### config.mk
export PLATFORM = sky130hd
export DESIGN_NAME = clk_mode_ctrl
export DESIGN_NICKNAME = d
export VERILOG_FILES = /design/src/rtl/clk_mode_pkg.sv /design/src/rtl/clk_mode_rules.sv /design/src/rtl/clk_mode_regs.sv /design/src/rtl/clk_mode_decode.sv /design/src/rtl/clk_mode_ctrl.sv
export SDC_FILE = /design/constraint.sdc
export NUM_CORES = 1
export LEC_CHECK = 0
export ABC_CLOCK_PERIOD_IN_PS = 3170
export BUFFER_PORTS_ARGS = -buffer_cell sky130_fd_sc_hd__buf_4
export CELL_PAD_IN_SITES_DETAIL_PLACEMENT = 1
export CELL_PAD_IN_SITES_GLOBAL_PLACEMENT = 2
export CORE_MARGIN = 5
export CORE_UTILIZATION = 30
export CTS_BUF_LIST = sky130_fd_sc_hd__clkbuf_16
export DETAILED_ROUTE_END_ITERATION = 16
export PLACE_DENSITY = 0.81
export SLEW_MARGIN = 10
export SYNTH_ARGS = -nofsm -noshare
export SYNTH_HDL_FRONTEND = slang
export SYNTH_HIERARCHICAL = 1
export SYNTH_SLANG_ARGS = --single-unit
### constraint.sdc
create_clock -name clk_i -period 3.17 [get_ports clk_i]
set_clock_uncertainty 0.05 [all_clocks]
set_input_delay 0.1585 -clock clk_i [delete_from_list [all_inputs] [get_ports clk_i]]
set_output_delay 0.1585 -clock clk_i [all_outputs]
set_load 0.1 [all_outputs]
### src/rtl/clk_mode_pkg.sv
package clk_mode_pkg;
  localparam int CTRL_W = 10;
  localparam int FLD_W  = 2;
  localparam int DIV_W  = 3;
  localparam int SRC_W  = 2;
  localparam int MODE_W = 7;

  typedef struct packed {
    logic             wait2;
    logic             det;
    logic             drive;
    logic             stop;
    logic             pll;
    logic             ring;
    logic             sub;
    logic             div8;
    logic [FLD_W-1:0] fld;
  } ctrl_t;

  typedef enum logic [SRC_W-1:0] {
    SRC_MAIN = 2'd0,
    SRC_SUB  = 2'd1,
    SRC_RING = 2'd2,
    SRC_PLL  = 2'd3
  } src_e;

  localparam ctrl_t CTRL_RST = '{wait2: 1'b1, det: 1'b0, drive: 1'b1, stop: 1'b0,
                                 pll: 1'b0, ring: 1'b0, sub: 1'b0, div8: 1'b1,
                                 fld: '0};

  function automatic src_e src_of(ctrl_t c);
    if (c.pll)       return SRC_PLL;
    else if (c.ring) return SRC_RING;
    else if (c.sub)  return SRC_SUB;
    else             return SRC_MAIN;
  endfunction

  function automatic logic [DIV_W-1:0] div_code(logic div8, logic [FLD_W-1:0] fld);
    if (div8) return DIV_W'(3);
    case (fld)
      2'd0:    return DIV_W'(0);
      2'd1:    return DIV_W'(1);
      2'd2:    return DIV_W'(2);
      default: return DIV_W'(4);
    endcase
  endfunction
endpackage

### src/rtl/clk_mode_rules.sv
module clk_mode_rules
  import clk_mode_pkg::*;
(
  input  ctrl_t cur_i,
  input  ctrl_t wr_i,
  input  logic  pll_hi_freq_i,
  output ctrl_t eff_o,
  output logic  legal_o
);
  ctrl_t eff;
  logic  hs_cur, mode_chg, pll_touch, others_chg;

  always_comb begin
    eff = wr_i;
    // ring off with main stopped pins these bits high
    if (!eff.ring && eff.stop) begin
      eff.div8  = 1'b1;
      eff.drive = 1'b1;
    end
  end

  assign hs_cur     = !cur_i.sub && !cur_i.ring && !cur_i.stop && !cur_i.div8 && (cur_i.fld == '0);
  assign mode_chg   = eff[MODE_W-1:0] != cur_i[MODE_W-1:0];
  assign others_chg = {eff.stop, eff.ring, eff.sub, eff.div8, eff.fld}
                   != {cur_i.stop, cur_i.ring, cur_i.sub, cur_i.div8, cur_i.fld};
  assign pll_touch  = cur_i.pll || eff.pll;

  always_comb begin
    legal_o = 1'b1;
    if (cur_i.det && mode_chg)                            legal_o = 1'b0;
    if (eff.sub && eff.ring)                              legal_o = 1'b0;
    if (eff.stop && !eff.sub && !eff.ring)                legal_o = 1'b0;
    if (pll_touch && (others_chg || !hs_cur))             legal_o = 1'b0;
    if (!cur_i.pll && eff.pll && pll_hi_freq_i && !cur_i.wait2) legal_o = 1'b0;
    if ((eff.wait2 != cur_i.wait2) && pll_touch)          legal_o = 1'b0;
    if (cur_i.ring && !eff.ring && !cur_i.div8)           legal_o = 1'b0;
    if ((eff.fld != cur_i.fld) && (eff.div8 != cur_i.div8)) legal_o = 1'b0;
  end

  assign eff_o = eff;
endmodule

### src/rtl/clk_mode_regs.sv
module clk_mode_regs
  import clk_mode_pkg::*;
(
  input  logic  clk_i,
  input  logic  rst_ni,
  input  logic  wr_en_i,
  input  logic  legal_i,
  input  ctrl_t eff_i,
  input  logic  main_ready_i,
  input  logic  sub_ready_i,
  output ctrl_t ctrl_o,
  output logic  busy_o,
  output logic  illegal_o
);
  ctrl_t ctrl_q, pend_q;
  logic  busy_q, illegal_q;
  src_e  src_cur, src_new, src_pend;
  logic  hold_main, hold_sub, pend_ok;

  assign src_cur   = src_of(ctrl_q);
  assign src_new   = src_of(eff_i);
  assign src_pend  = src_of(pend_q);
  assign hold_main = (src_new == SRC_MAIN) && (src_cur inside {SRC_SUB, SRC_RING}) && !main_ready_i;
  assign hold_sub  = (src_new == SRC_SUB) && (src_cur != SRC_SUB) && !sub_ready_i;
  assign pend_ok   = (src_pend == SRC_SUB) ? sub_ready_i : main_ready_i;

  always_ff @(posedge clk_i or negedge rst_ni) begin
    if (!rst_ni) begin
      ctrl_q    <= CTRL_RST;
      pend_q    <= CTRL_RST;
      busy_q    <= 1'b0;
      illegal_q <= 1'b0;
    end else begin
      illegal_q <= 1'b0;
      if (busy_q) begin
        if (wr_en_i) illegal_q <= 1'b1;
        if (pend_ok) begin
          ctrl_q <= pend_q;
          busy_q <= 1'b0;
        end
      end else if (wr_en_i) begin
        if (!legal_i) begin
          illegal_q <= 1'b1;
        end else if (hold_main || hold_sub) begin
          pend_q <= eff_i;
          busy_q <= 1'b1;
        end else begin
          ctrl_q <= eff_i;
        end
      end
    end
  end

  assign ctrl_o    = ctrl_q;
  assign busy_o    = busy_q;
  assign illegal_o = illegal_q;

  AST_ILLEGAL_HOLD: assert property (@(posedge clk_i) disable iff (!rst_ni)
    illegal_q |-> (ctrl_q == $past(ctrl_q)));
  AST_FORCED_BITS: assert property (@(posedge clk_i) disable iff (!rst_ni)
    (!ctrl_q.ring && ctrl_q.stop) |-> (ctrl_q.div8 && ctrl_q.drive));
  AST_PLL_ENTRY: assert property (@(posedge clk_i) disable iff (!rst_ni)
    $rose(ctrl_q.pll) |-> $past(!ctrl_q.sub && !ctrl_q.ring && !ctrl_q.div8 && ctrl_q.fld == '0));
  AST_WAIT_PLL: assert property (@(posedge clk_i) disable iff (!rst_ni)
    ($past(ctrl_q.pll) && ctrl_q.pll) |-> (ctrl_q.wait2 == $past(ctrl_q.wait2)));
  AST_DET_LOCK: assert property (@(posedge clk_i) disable iff (!rst_ni)
    $past(ctrl_q.det) |-> (ctrl_q[MODE_W-1:0] == $past(ctrl_q[MODE_W-1:0])));
  AST_RING_EXIT: assert property (@(posedge clk_i) disable iff (!rst_ni)
    $fell(ctrl_q.ring) |-> $past(ctrl_q.div8));
endmodule

### src/rtl/clk_mode_decode.sv
module clk_mode_decode
  import clk_mode_pkg::*;
(
  input  ctrl_t             ctrl_i,
  output logic [SRC_W-1:0]  src_o,
  output logic [DIV_W-1:0]  div_o
);
  src_e src;
  assign src = src_of(ctrl_i);

  always_comb begin
    src_o = src;
    case (src)
      SRC_SUB, SRC_PLL: div_o = '0;
      default:          div_o = div_code(ctrl_i.div8, ctrl_i.fld);
    endcase
  end
endmodule

### src/rtl/clk_mode_ctrl.sv
module clk_mode_ctrl
  import clk_mode_pkg::*;
(
  input  logic              clk_i,
  input  logic              rst_ni,
  input  logic              wr_en_i,
  input  logic [CTRL_W-1:0] wr_data_i,
  input  logic              main_ready_i,
  input  logic              sub_ready_i,
  input  logic              pll_hi_freq_i,
  output logic [CTRL_W-1:0] ctrl_o,
  output logic [SRC_W-1:0]  src_o,
  output logic [DIV_W-1:0]  div_o,
  output logic              wait2_o,
  output logic              drive_hi_o,
  output logic              main_stop_o,
  output logic              ring_on_o,
  output logic              busy_o,
  output logic              illegal_o
);
  ctrl_t ctrl, eff;
  logic  legal;

  clk_mode_rules u_rules (
    .cur_i         (ctrl),
    .wr_i          (ctrl_t'(wr_data_i)),
    .pll_hi_freq_i (pll_hi_freq_i),
    .eff_o         (eff),
    .legal_o       (legal)
  );

  clk_mode_regs u_regs (
    .clk_i        (clk_i),
    .rst_ni       (rst_ni),
    .wr_en_i      (wr_en_i),
    .legal_i      (legal),
    .eff_i        (eff),
    .main_ready_i (main_ready_i),
    .sub_ready_i  (sub_ready_i),
    .ctrl_o       (ctrl),
    .busy_o       (busy_o),
    .illegal_o    (illegal_o)
  );

  clk_mode_decode u_decode (
    .ctrl_i (ctrl),
    .src_o  (src_o),
    .div_o  (div_o)
  );

  assign ctrl_o      = ctrl;
  assign wait2_o     = ctrl.wait2;
  assign drive_hi_o  = ctrl.drive;
  assign main_stop_o = ctrl.stop;
  assign ring_on_o   = ctrl.ring;

  AST_BUSY_SRC: assert property (@(posedge clk_i) disable iff (!rst_ni)
    (busy_o && $past(busy_o)) |-> $stable(src_o));
  AST_SUB_NODIV: assert property (@(posedge clk_i) disable iff (!rst_ni)
    (src_o == SRC_SUB || src_o == SRC_PLL) |-> (div_o == '0));
endmodule

=== After elaboration in Yosys (flattened, before gate mapping) ===
Index checks and enable logic that the tools add are counted.

* Register bits after elaboration: 22
* Latch bits: 0
* Bits in writable memories: 0
* ROM bits: 0
* Bits of input ports: 16
* Output and inout bits: 21
* Word-level logic and storage cells: 119
* Memories: 0

* $add $sub $neg: 0
* Multipliers: 0
* Div/mod/pow operators: 0
* Order comparisons: 0
* Equality and inequality tests: 15
* Shift operators: 0
* Multiplexer cells: 40
* Bitwise gates (word level): 1
* Reductions and logical operators: 43

{| class="wikitable"
|+ Operators by type and width
! operator !! count
|-
| two-way mux 10 bit || 5
|-
| two-way mux 1 bit || 25
|-
| logical AND 1 bit || 21
|-
| two-way mux 2 bit || 6
|-
| zero test 1 bit || 11
|-
| two-way mux 3 bit || 3
|-
| one-hot mux 3 bit (3 select lines) || 1
|-
| == test 2 x 1 -> 1 bit, second input constant || 4
|-
| AND reduction 4 bit || 2
|-
| inequality test 7 bit || 1
|-
| == test 2 bit, second input constant || 3
|-
| inequality test 6 bit || 1
|-
| nonzero test 2 bit || 3
|-
| zero test 2 bit || 2
|-
| inequality test 2 x 1 -> 1 bit, second input constant || 2
|-
| logical OR 1 bit || 3
|-
| inequality test 1 bit || 2
|-
| inequality test 2 bit || 1
|-
| inequality test 2 bit, second input constant || 1
|-
| OR reduction 2 bit || 1
|-
| NOT 1 bit || 1
|}

=== Logic depth before layout (Yosys ltp) ===
Gate-level depths: netlist of the first run.

* Word-level depth: 16
* Mapped depth: 9

=== Hierarchy ===
Netlist of the first run, hierarchy kept.

{| class="wikitable"
|+ Modules (own cells, without submodules)
! module !! times used !! cells an instance !! area each (µm²) !! seq. area each (µm²)
|-
| clk_mode_regs || 1 || 75 || 1,026.0 || 558.0
|-
| clk_mode_rules || 1 || 38 || 285.3 || 0.0
|-
| clk_mode_decode || 1 || 10 || 67.6 || 0.0
|-
| clk_mode_ctrl || 1 || 4 || 30.0 || 0.0
|}

=== Worst setup path before layout of the first run ===
No wires, ideal clock.

* Path kind: register to output
* Start point: register u_regs.ctrl_q, in the netlist u_regs/ctrl_o[4]
* End point: output div_o[2]
* Data arrival time: 4,042 ps
* Data required time: 2,961 ps
* Path slack: -1,081 ps
* Stages on the path, launching flop included: 3
* Path through: dfrtp_1 nor2b_4 nor4_1

* Longest elaborated chain between the ends: 5
* Elaborated cells on any way between the ends: 6

{| class="wikitable"
|+ Ends and longest elaborated chain
! item !! RTL line !! RTL
|-
| start: declaration || clk_mode_regs.sv:15 || <nowiki>ctrl_t ctrl_q, pend_q;</nowiki>
|-
| start signal: assignment || clk_mode_regs.sv:38 || <nowiki>ctrl_q <= pend_q;</nowiki>
|-
| start signal: assignment || clk_mode_regs.sv:48 || <nowiki>ctrl_q <= eff_i;</nowiki>
|-
| two-way mux 2 bit (*) || clk_mode_pkg.sv:33 || <nowiki>else if (c.ring) return SRC_RING;</nowiki>
|-
| two-way mux 2 bit (*) || clk_mode_pkg.sv:32 || <nowiki>if (c.pll) return SRC_PLL;</nowiki>
|-
| == test 2 x 1 -> 1 bit or == test 2 bit (tied branches) || -- ||
|-
| OR reduction 2 bit (*) || -- ||
|-
| two-way mux 3 bit (*) || clk_mode_decode.sv:13 || <nowiki>case (src)</nowiki>
|-
| end: declaration || clk_mode_ctrl.sv:13 || <nowiki>output logic [DIV_W-1:0] div_o,</nowiki>
|}

Every way passes the cells marked *; elsewhere a longest branch is shown, timed or not.

=== Final worst setup path of the first run ===
* Start point: register u_regs.ctrl_q, in the netlist u_regs/ctrl_o[0]
* End point: register u_regs.ctrl_q, in the netlist u_regs/ctrl_o[7]

* Longest elaborated chain between the ends: 12
* Elaborated cells on any way between the ends: 20

{| class="wikitable"
|+ Ends and longest elaborated chain
! item !! RTL line !! RTL
|-
| inequality test 7 bit or zero test 2 bit (tied branches) || clk_mode_rules.sv:23, clk_mode_rules.sv:22 ||
|-
| logical AND 1 bit (on tied branches) || clk_mode_rules.sv:30, clk_mode_rules.sv:22 ||
|-
| two-way mux 1 bit or zero test 1 bit (tied branches) || clk_mode_rules.sv:30, clk_mode_rules.sv:33 ||
|-
| two-way mux 1 bit or logical OR 1 bit (tied branches) || clk_mode_rules.sv:31, clk_mode_rules.sv:33 ||
|-
| two-way mux 1 bit or logical AND 1 bit (tied branches) || clk_mode_rules.sv:32, clk_mode_rules.sv:33 ||
|-
| two-way mux 1 bit || clk_mode_rules.sv:33 || <nowiki>if (pll_touch && (others_chg || !hs_cur)) legal_o = 1'b0;</nowiki>
|-
| two-way mux 1 bit || clk_mode_rules.sv:34 || <nowiki>if (!cur_i.pll && eff.pll && pll_hi_freq_i && !cur_i.wait2) legal_o = 1'b0;</nowiki>
|-
| two-way mux 1 bit || clk_mode_rules.sv:35 || <nowiki>if ((eff.wait2 != cur_i.wait2) && pll_touch) legal_o = 1'b0;</nowiki>
|-
| two-way mux 1 bit || clk_mode_rules.sv:36 || <nowiki>if (cur_i.ring && !eff.ring && !cur_i.div8) legal_o = 1'b0;</nowiki>
|-
| two-way mux 1 bit (*) || clk_mode_rules.sv:37 || <nowiki>if ((eff.fld != cur_i.fld) && (eff.div8 != cur_i.div8)) legal_o = 1'b0;</nowiki>
|-
| via legal || clk_mode_ctrl.sv:22 || <nowiki>logic legal;</nowiki>
|-
| nonzero test 2 bit (no line) (*) || -- ||
|-
| AND reduction 4 bit (no line) (*) || -- ||
|}

The timed path passes the listed nets; every way through them passes the cells marked *.
A chain may end at the register's enable or synchronous reset.

==> results of run 1 <==
[layout by cell type (no fill, tap or decap), types with 2 or more instances in the layout]
master	synthesis	routed
nand2_1	7	7
and2_1	2	2
or2_1	2	2
xnor2_1	2	2
nor4_2	1	2
ha_1	4	4
buf_4	13	38
or2_2	2	2
dfstp_2	6	6
dfrtp_1	16	16
clkinv_1	1	2
a211oi_1	2	2
and3_1	2	2
clkbuf_16	0	3
nand2b_1	14	14
o2111ai_1	2	2
mux2i_1	2	2
nor2_1	2	2
o221a_2	10	10
inv_1	6	6
xor2_1	3	3
mux2_4	7	7
nor3_1	2	2
[per-stage QoR]
stage	hold WS (ns)	instance area [µm²]	worst slack (ns)	utilization
after CTS	0.09931	1748	0.3557	0.3776
final	0.1012	1748	0.3203	0.3776
after global routing	0.1127	1748	0.2064	0.3776
after global placement	0.01142	1659	0.4920	0.3584
after floorplan	-0.1871	1415	-0.4787	-
after detailed placement	0.01636	1659	0.3734	0.3584
[cell families (layout without fill, tap and decap cells)]
group | count (synthesis) | count (layout)
xor+xnor | 5 | 5
flops | 22 | 22
fa+ha+maj | 4 | 4
buf+inv | 21 | 50
simple gates | 43 | 43
mux | 10 | 10
compound gates | 22 | 22
[synth_stat cells (2+ instances only)]
cell type  instances  area [µm²]
mux2i_1            2       20.02
and3_1             2       12.51
dfstp_2            6       157.7
nor3_1             2       10.01
ha_1               4       50.05
xnor2_1            2       17.52
dfrtp_1           16       400.4
o221a_2           10       112.6
nand2_1            7       26.28
or2_2              2       12.51
nand2b_1          14       87.58
and2_1             2       12.51
or2_1              2       12.51
a211oi_1           2       15.01
mux2_4             7       105.1
o2111ai_1          2       17.52
buf_4             13       97.59
nor2_1             2       7.510
inv_1              6       22.52
xor2_1             3       26.28
[registers in the layout, summed over array words and instances, names as in the netlist]
signal,flops
u_regs/pend_q,10
u_regs/illegal_o,1
u_regs/busy_o,1
u_regs/ctrl_o,10
[critical path: cells and delay by family (launching register included)]
family	cells	cell delay, ns
simple gates	3	0.95
flops	1	0.46
compound gates	4	1.34
[routing by layer]
| metal | track usage | routed length (µm) |
|---|---|---|
| met1 | 0.1685 | 1645 |
| met2 | 0.2258 | 1925 |
| met3 | 0.02179 | 206 |
| met4 | 0.04196 | 21 |
| met5 | 0 | 0 |
[worst max path at each step]
stage | startpoint | to | slack [ns] | depth (start not counted)
6_report | u_regs/ctrl_o[0] | u_regs/ctrl_o[7] | 0.32 | 7
5_1_grt | u_regs/ctrl_o[0] | u_regs/ctrl_o[4] | 0.21 | 7
4_1_cts | u_regs/ctrl_o[0] | u_regs/ctrl_o[3] | 0.36 | 7
3_5_place_dp | u_regs/ctrl_o[0] | u_regs/ctrl_o[8] | 0.37 | 7
3_3_place_gp | u_regs/ctrl_o[0] | u_regs/ctrl_o[6] | 0.49 | 7
2_1_floorplan | u_regs/ctrl_o[4] | div_o[0] | -0.48 | 2
[cell type report]
class	count	area [µm²]	share of cell area
clock inverters	1	3.754	0.002147
well taps	54	67.56	0.03865
repair buffers	39	295.3	0.1689
flip-flops and latches	22	558.0	0.3193
multi-input cells	84	721.9	0.4130
clock buffers	3	75.07	0.04295
inverters	7	26.28	0.01503
==> metrics.md, run 1 <==
| Metric | Value |
|---|---|
| GRT overflow | 0 |
| Die area | 0.006167 mm² |
| Initial drt markers | ~80 |
| Root Driver | clkbuf_16 |
| Setup Crit Path Kind | flop to flop |
| RR Startpoint | u_regs/ctrl_o[0] |
| Hold/Removal Path Class | input port to flop |
| ANT cells | 0 |
| CP Max Fanout | 10 |
| # DRC | 0 |
| CP max stage delay | between 0.5 and 0.6 ns |
| Final nets | 177 |
| Cells along the critical path | or4_4 > nor4_2 > o2111ai_1 > a311oi_1 > nand3_1 > o22ai_2 > o221a_2 |
| Hold Fails Final Rpt | 0 |
| FF+latch count, synth | 22 |
| Via density | 5.329 |
| Synth Instances | 127 |
| Ys Warns | 6 |
| Status | complete, no violations |
| Clock sinks | 22 |
| Non-filler cells in the finished layout | 210 |
| Max frequency | 350.9 MHz |
| Sequential area share after synthesis | 0.3961 |
| Mux contribution to synthesized area | 0.09680 |
| Initial antenna violation count | 0 |
| Buffers on Ports | 36 |
| Area growth, synth to finish | 24.07% |
| Number of global-route vias before repair | 1176 |
| Largest family of logic cells by synthesized area | simple AND/OR/NAND/NOR gates |
| CTS max path bufs | 2 |
| Critical Path AT | roughly 3.0 ns |
| Number of cell rows | 25 |
| Hold_buf cts | 1 |
| CTS tree | done |
| Synth Area in Simple Gates | 0.1883 |
| Prevailing post-synth register cell | dfrtp_1 |
| Layout cells sized above 1 | 0.4744 |
| Clock latency on the worst-skew pair | approximately 0.25 ns |
| Slew Limit Fails | 0 |
| RePlAce Congestion | between 0.7 and 0.8 |
| Setup crit end kind | flop |
| Detailed-route via count | 1119 |
| Critical Path Source Type | flop |
| Critical path's slowest cell | or4_4 |
| Critical hold path startpoint | wr_data_i[8] |
| Final Cycle Share | 0.8990 |
| Clock-pin slew on the worst setup and hold paths | roughly 0.06 ns |
| Post-Syn Area per Cell | approximately 11 µm² |
| Antenna Nets Post-Route | 0 |
| Die Y | between 70 and 80 µm |
| Setup Buffers After CTS | 0 |
| Fill cells | approximately 520 |
| R2R Path End | u_regs/ctrl_o[7] |
| CP required | ~3.3 ns |
| I/O pin count | 37 |
| Number of max-cap violations | 0 |
| Reg2Reg Setup Slack | approximately 0.32 ns |
| WL per Instance | about 18 µm |
| WHS Path Cells | 2 |
| Number of flops mapped to enable cells by yosys | 0 |
| Global-route wire length before repair | approximately 6.5 mm |
| Worst slew pin tran | ~0.9 ns |
| Total Neg Setup Slack | 0 ns |
| RSZ-0062 raised after global routing | no |
| Post_cts resized | 0 |
| Post-Synth XOR/XNOR Area | 0.03108 |
| Hold EP | u_regs/pend_q[8] |
| Die X | a little under 80 µm |
| Asr flop ratio synth | 1.000 |
| Num CTS Buffers | 3 |
| Slew HR | 0.3751 |
| Global Route Usage Sum | 0.1320 |
| Largest net degree at the start of global routing | 23 |
| Synth Area in Compound Gates | 0.1563 |
| Final setup viols | 0 |
| Synth Area in Adders | 0.03552 |
| Syn nets | 147 |
| Initial core utilization | 0.3043 |
| DR pass1 iterations | 4 |
| Core Area | between 0.004 and 0.005 mm² |
| Fin crit period | around 2.8 ns |
| Routed WL | 3.799 mm |
| Worst r2r path cells | 7 |
| Dpl hpwl | around 2.9 mm |
| H-tree depth | 1 |
| Distinct cell type count after synthesis | between 40 and 50 |
| Dpl cells | ~210 |
| Syn Std Cell Area | ~0.0014 mm² |
Power of run 1 is not shown: default switching activity piles up to over one toggle a cycle in this logic, so the estimate is an artifact.
==> run 2, diff against run 1 <==
--- a/config.mk
+++ b/config.mk
@@ -5,16 +5,17 @@
 export SDC_FILE = /design/constraint.sdc
 export NUM_CORES = 1
 export LEC_CHECK = 0
+export ABC_AREA = 1
 export ABC_CLOCK_PERIOD_IN_PS = 3170
 export BUFFER_PORTS_ARGS = -buffer_cell sky130_fd_sc_hd__buf_4
 export CELL_PAD_IN_SITES_DETAIL_PLACEMENT = 1
 export CELL_PAD_IN_SITES_GLOBAL_PLACEMENT = 2
 export CORE_MARGIN = 5
-export CORE_UTILIZATION = 30
+export CORE_UTILIZATION = 29
 export CTS_BUF_LIST = sky130_fd_sc_hd__clkbuf_16
 export DETAILED_ROUTE_END_ITERATION = 16
-export PLACE_DENSITY = 0.81
-export SLEW_MARGIN = 10
+export PLACE_DENSITY = 0.87
+export SLEW_MARGIN = 30
 export SYNTH_ARGS = -nofsm -noshare
 export SYNTH_HDL_FRONTEND = slang
 export SYNTH_HIERARCHICAL = 1
==> metrics.md, run 2 <==
| Metric | Value |
|---|---|
| Max frequency | 405.3 MHz |
| Die X | ~83 µm |
| Final setup viols | 0 |
| Distinct cell type count after synthesis | 26 |
| Fin crit period | between 2 and 2.5 ns |
| H-tree depth | 1 |
| Asr flop ratio synth | 1.000 |
| Global Route Usage Sum | 0.1192 |
| Post-Syn Area per Cell | ~7.1 µm² |
| Detailed-route via count | 1373 |
| Ys Warns | 6 |
| Commonest non-fill, non-tap cell in the layout | nand2_1 |
| I/O pin count | 37 |
| Number of flops mapped to enable cells by yosys | 0 |
| Global-route wire length before repair | between 6 and 7 mm |
| Setup crit end kind | flop |
| Status | complete, no violations |
| Setup Crit Path Kind | flop to flop |
| Power per cell area | about 370 mW/mm² |
| Number of max-cap violations | 0 |
| Leakage | approximately 1.0 nW |
| Initial core utilization | 0.3004 |
| Commonest cells after routing, fill and taps aside | nand2_1, buf_4, inv_1 |
| Buffers on Ports | 36 |
| Routed WL | 4.016 mm |
| Hold/Removal Path Class | input port to flop |
| CTS tree | done |
| Post-synth top area share | 0.2576 |
| ANT cells | 0 |
| Initial drt markers | 61 |
| Max IR drop VDD | between 0.15 and 0.2 mV |
| Pre-CTS setup slack | between 0.7 and 0.8 ns |
| Dpl hpwl | 3.306 mm |
| Final Worst Setup Slack | ~0.7 ns |
| Antenna Nets Post-Route | 0 |
| Slew Limit Fails | 0 |
| CTS max path bufs | 2 |
| Yosys top cell by area | dfrtp_1 |
| Clock latency on the worst-skew pair | 0.25 ns |
| WL per Instance | 12.79 µm |
| Post_cts resized | 0 |
| PnR Total Power | 698.0 µW |
| Clock-pin slew on the worst setup and hold paths | roughly 0.06 ns |
| Area growth, synth to finish | 23.03% |
| Core Area | a little over 0.005 mm² |
| Slew HR | 0.6985 |
| Setup Buffers After CTS | 0 |
| Critical Path AT | between 2 and 3 ns |
| CP required | roughly 3.3 ns |
| GRT overflow | 0 |
| Hold Fails Final Rpt | 0 |
| Num CTS Buffers | 3 |
| Largest net degree at the start of global routing | 23 |
| Final Cycle Share | 0.7784 |
| Root Driver | clkbuf_16 |
| Clock sinks | 22 |
| RePlAce Congestion | 0.8056 |
| # DRC | 0 |
| Number of cell rows | 26 |
| Syn nets | about 240 |
| Number of global-route vias before repair | about 1400 |
| Dpl cells | just over 300 |
| Syn Std Cell Area | roughly 0.0016 mm² |
| Worst slew pin tran | between 0.4 and 0.5 ns |
| Commonest cells in the netlist | nand2_1, inv_1, nand3_1, nor2_1, dfrtp_1 |
| Critical Path Source Type | flop |
| Hold_buf cts | 1 |
| FF+latch count, synth | 22 |
| Prevailing post-synth register cell | dfrtp_1 |
| Final nets | around 270 |
| Layout cells sized above 1 | 0.2910 |
| Count leader, synth | nand2_1 |
| CP Max Fanout | 15 |
| Via density | 4.373 |
| Sequential area share after synthesis | 0.3591 |
| Initial antenna violation count | 0 |
| Non-filler cells in the finished layout | about 310 |
| Die area | about 0.0069 mm² |
| DR pass1 iterations | 4 |
| Synth Instances | between 200 and 250 |
| RSZ-0062 raised after global routing | no |
| Die Y | 83.20 µm |
| Synth top area cells | dfrtp_1, nand2_1, dfstp_2, inv_1, buf_4 |
-- run 2: cells by family (layout without fill, tap and decap cells) --
| kind of cell | after synthesis | after routing | share of synthesized area |
|---|---|---|---|
| AO/OA/AOI/OAI | 21 | 21 | 0.08373 |
| adder cells (fa/ha/maj) | 4 | 4 | 0.03221 |
| buffers and inverters | 47 | 73 | 0.1554 |
| flip-flops | 22 | 22 | 0.3591 |
| AND/OR/NAND/NOR | 124 | 124 | 0.3696 |
-- run 2: stage by stage --
step / utilization / setup TNS, ns / instance area (µm²) / hold slack [ns]
after global placement: 0.3474 / 0 / 1797 / 0.01816
after global routing: 0.3696 / 0 / 1912 / 0.1174
after CTS: 0.3696 / 0 / 1912 / 0.08757
after detailed placement: 0.3474 / 0 / 1797 / 0.01879
after floorplan: - / -0.1459 / 1554 / -0.1871
final: 0.3696 / 0 / 1912 / 0.08934
-- run 2: layout make-up --
cell class	instances	area (µm²)
inverter	31	118.9
clock buffer	3	75.07
clock inverter	1	30.03
multi-input combinational	149	754.5
sequential	22	558.0
tap	70	87.58
fill	659	3261
timing repair buffer	38	287.8
-- run 2: where the power goes --
part | internal [mW] | switching, mW
combinational | 0.0241 | 0.0406
clock | 0.251 | 0.101
sequential | 0.282 | 0.000203
total | 0.557 | 0.141
-- run 2: layer usage --
layer / GRT usage / vias up / part of all wire
met5: 0 / - / 0
met4: 0.02675 / 0 / 0.0072
met3: 0.02376 / 4 / 0.036
met2: 0.2034 / 20 / 0.48
met1: 0.1545 / 637 / 0.47
li1: - / 712 / -
-- run 2: path summary, 6_finish.rpt --
check | endpoint | slack (ns) | cells past startpoint | startpoint
setup / recovery | u_regs/pend_q[2] | 0.70 | 15 | u_regs/ctrl_o[5]
hold / removal | u_regs/pend_q[1] | 0.09 | 3 | wr_data_i[1]
setup reg to reg | u_regs/pend_q[2] | 0.70 | 15 | u_regs/ctrl_o[5]
hold reg to reg | u_regs/ctrl_o[7] | 0.43 | 2 | u_regs/ctrl_o[7]
max in group asynchronous | u_regs/ctrl_o[7] | 2.51 | 2 | rst_ni
min in group asynchronous | u_regs/pend_q[3] | 0.28 | 2 | rst_ni
-- run 2: worst max-delay path, cell delays in order, from the launching register on --
cell	delay, ns
dfrtp_1	0.48
inv_1	0.10
ha_1	0.30
inv_1	0.06
nand2_1	0.05
nor2_1	0.10
nand4_1	0.09
nand2_1	0.08
nand2_1	0.05
nor2_1	0.20
nand2_2	0.10
nor2_4	0.11
nand4_4	0.25
inv_1	0.24
nand2_1	0.07
nand2_1	0.07
Note: power is estimated with default switching activity, not from simulation.
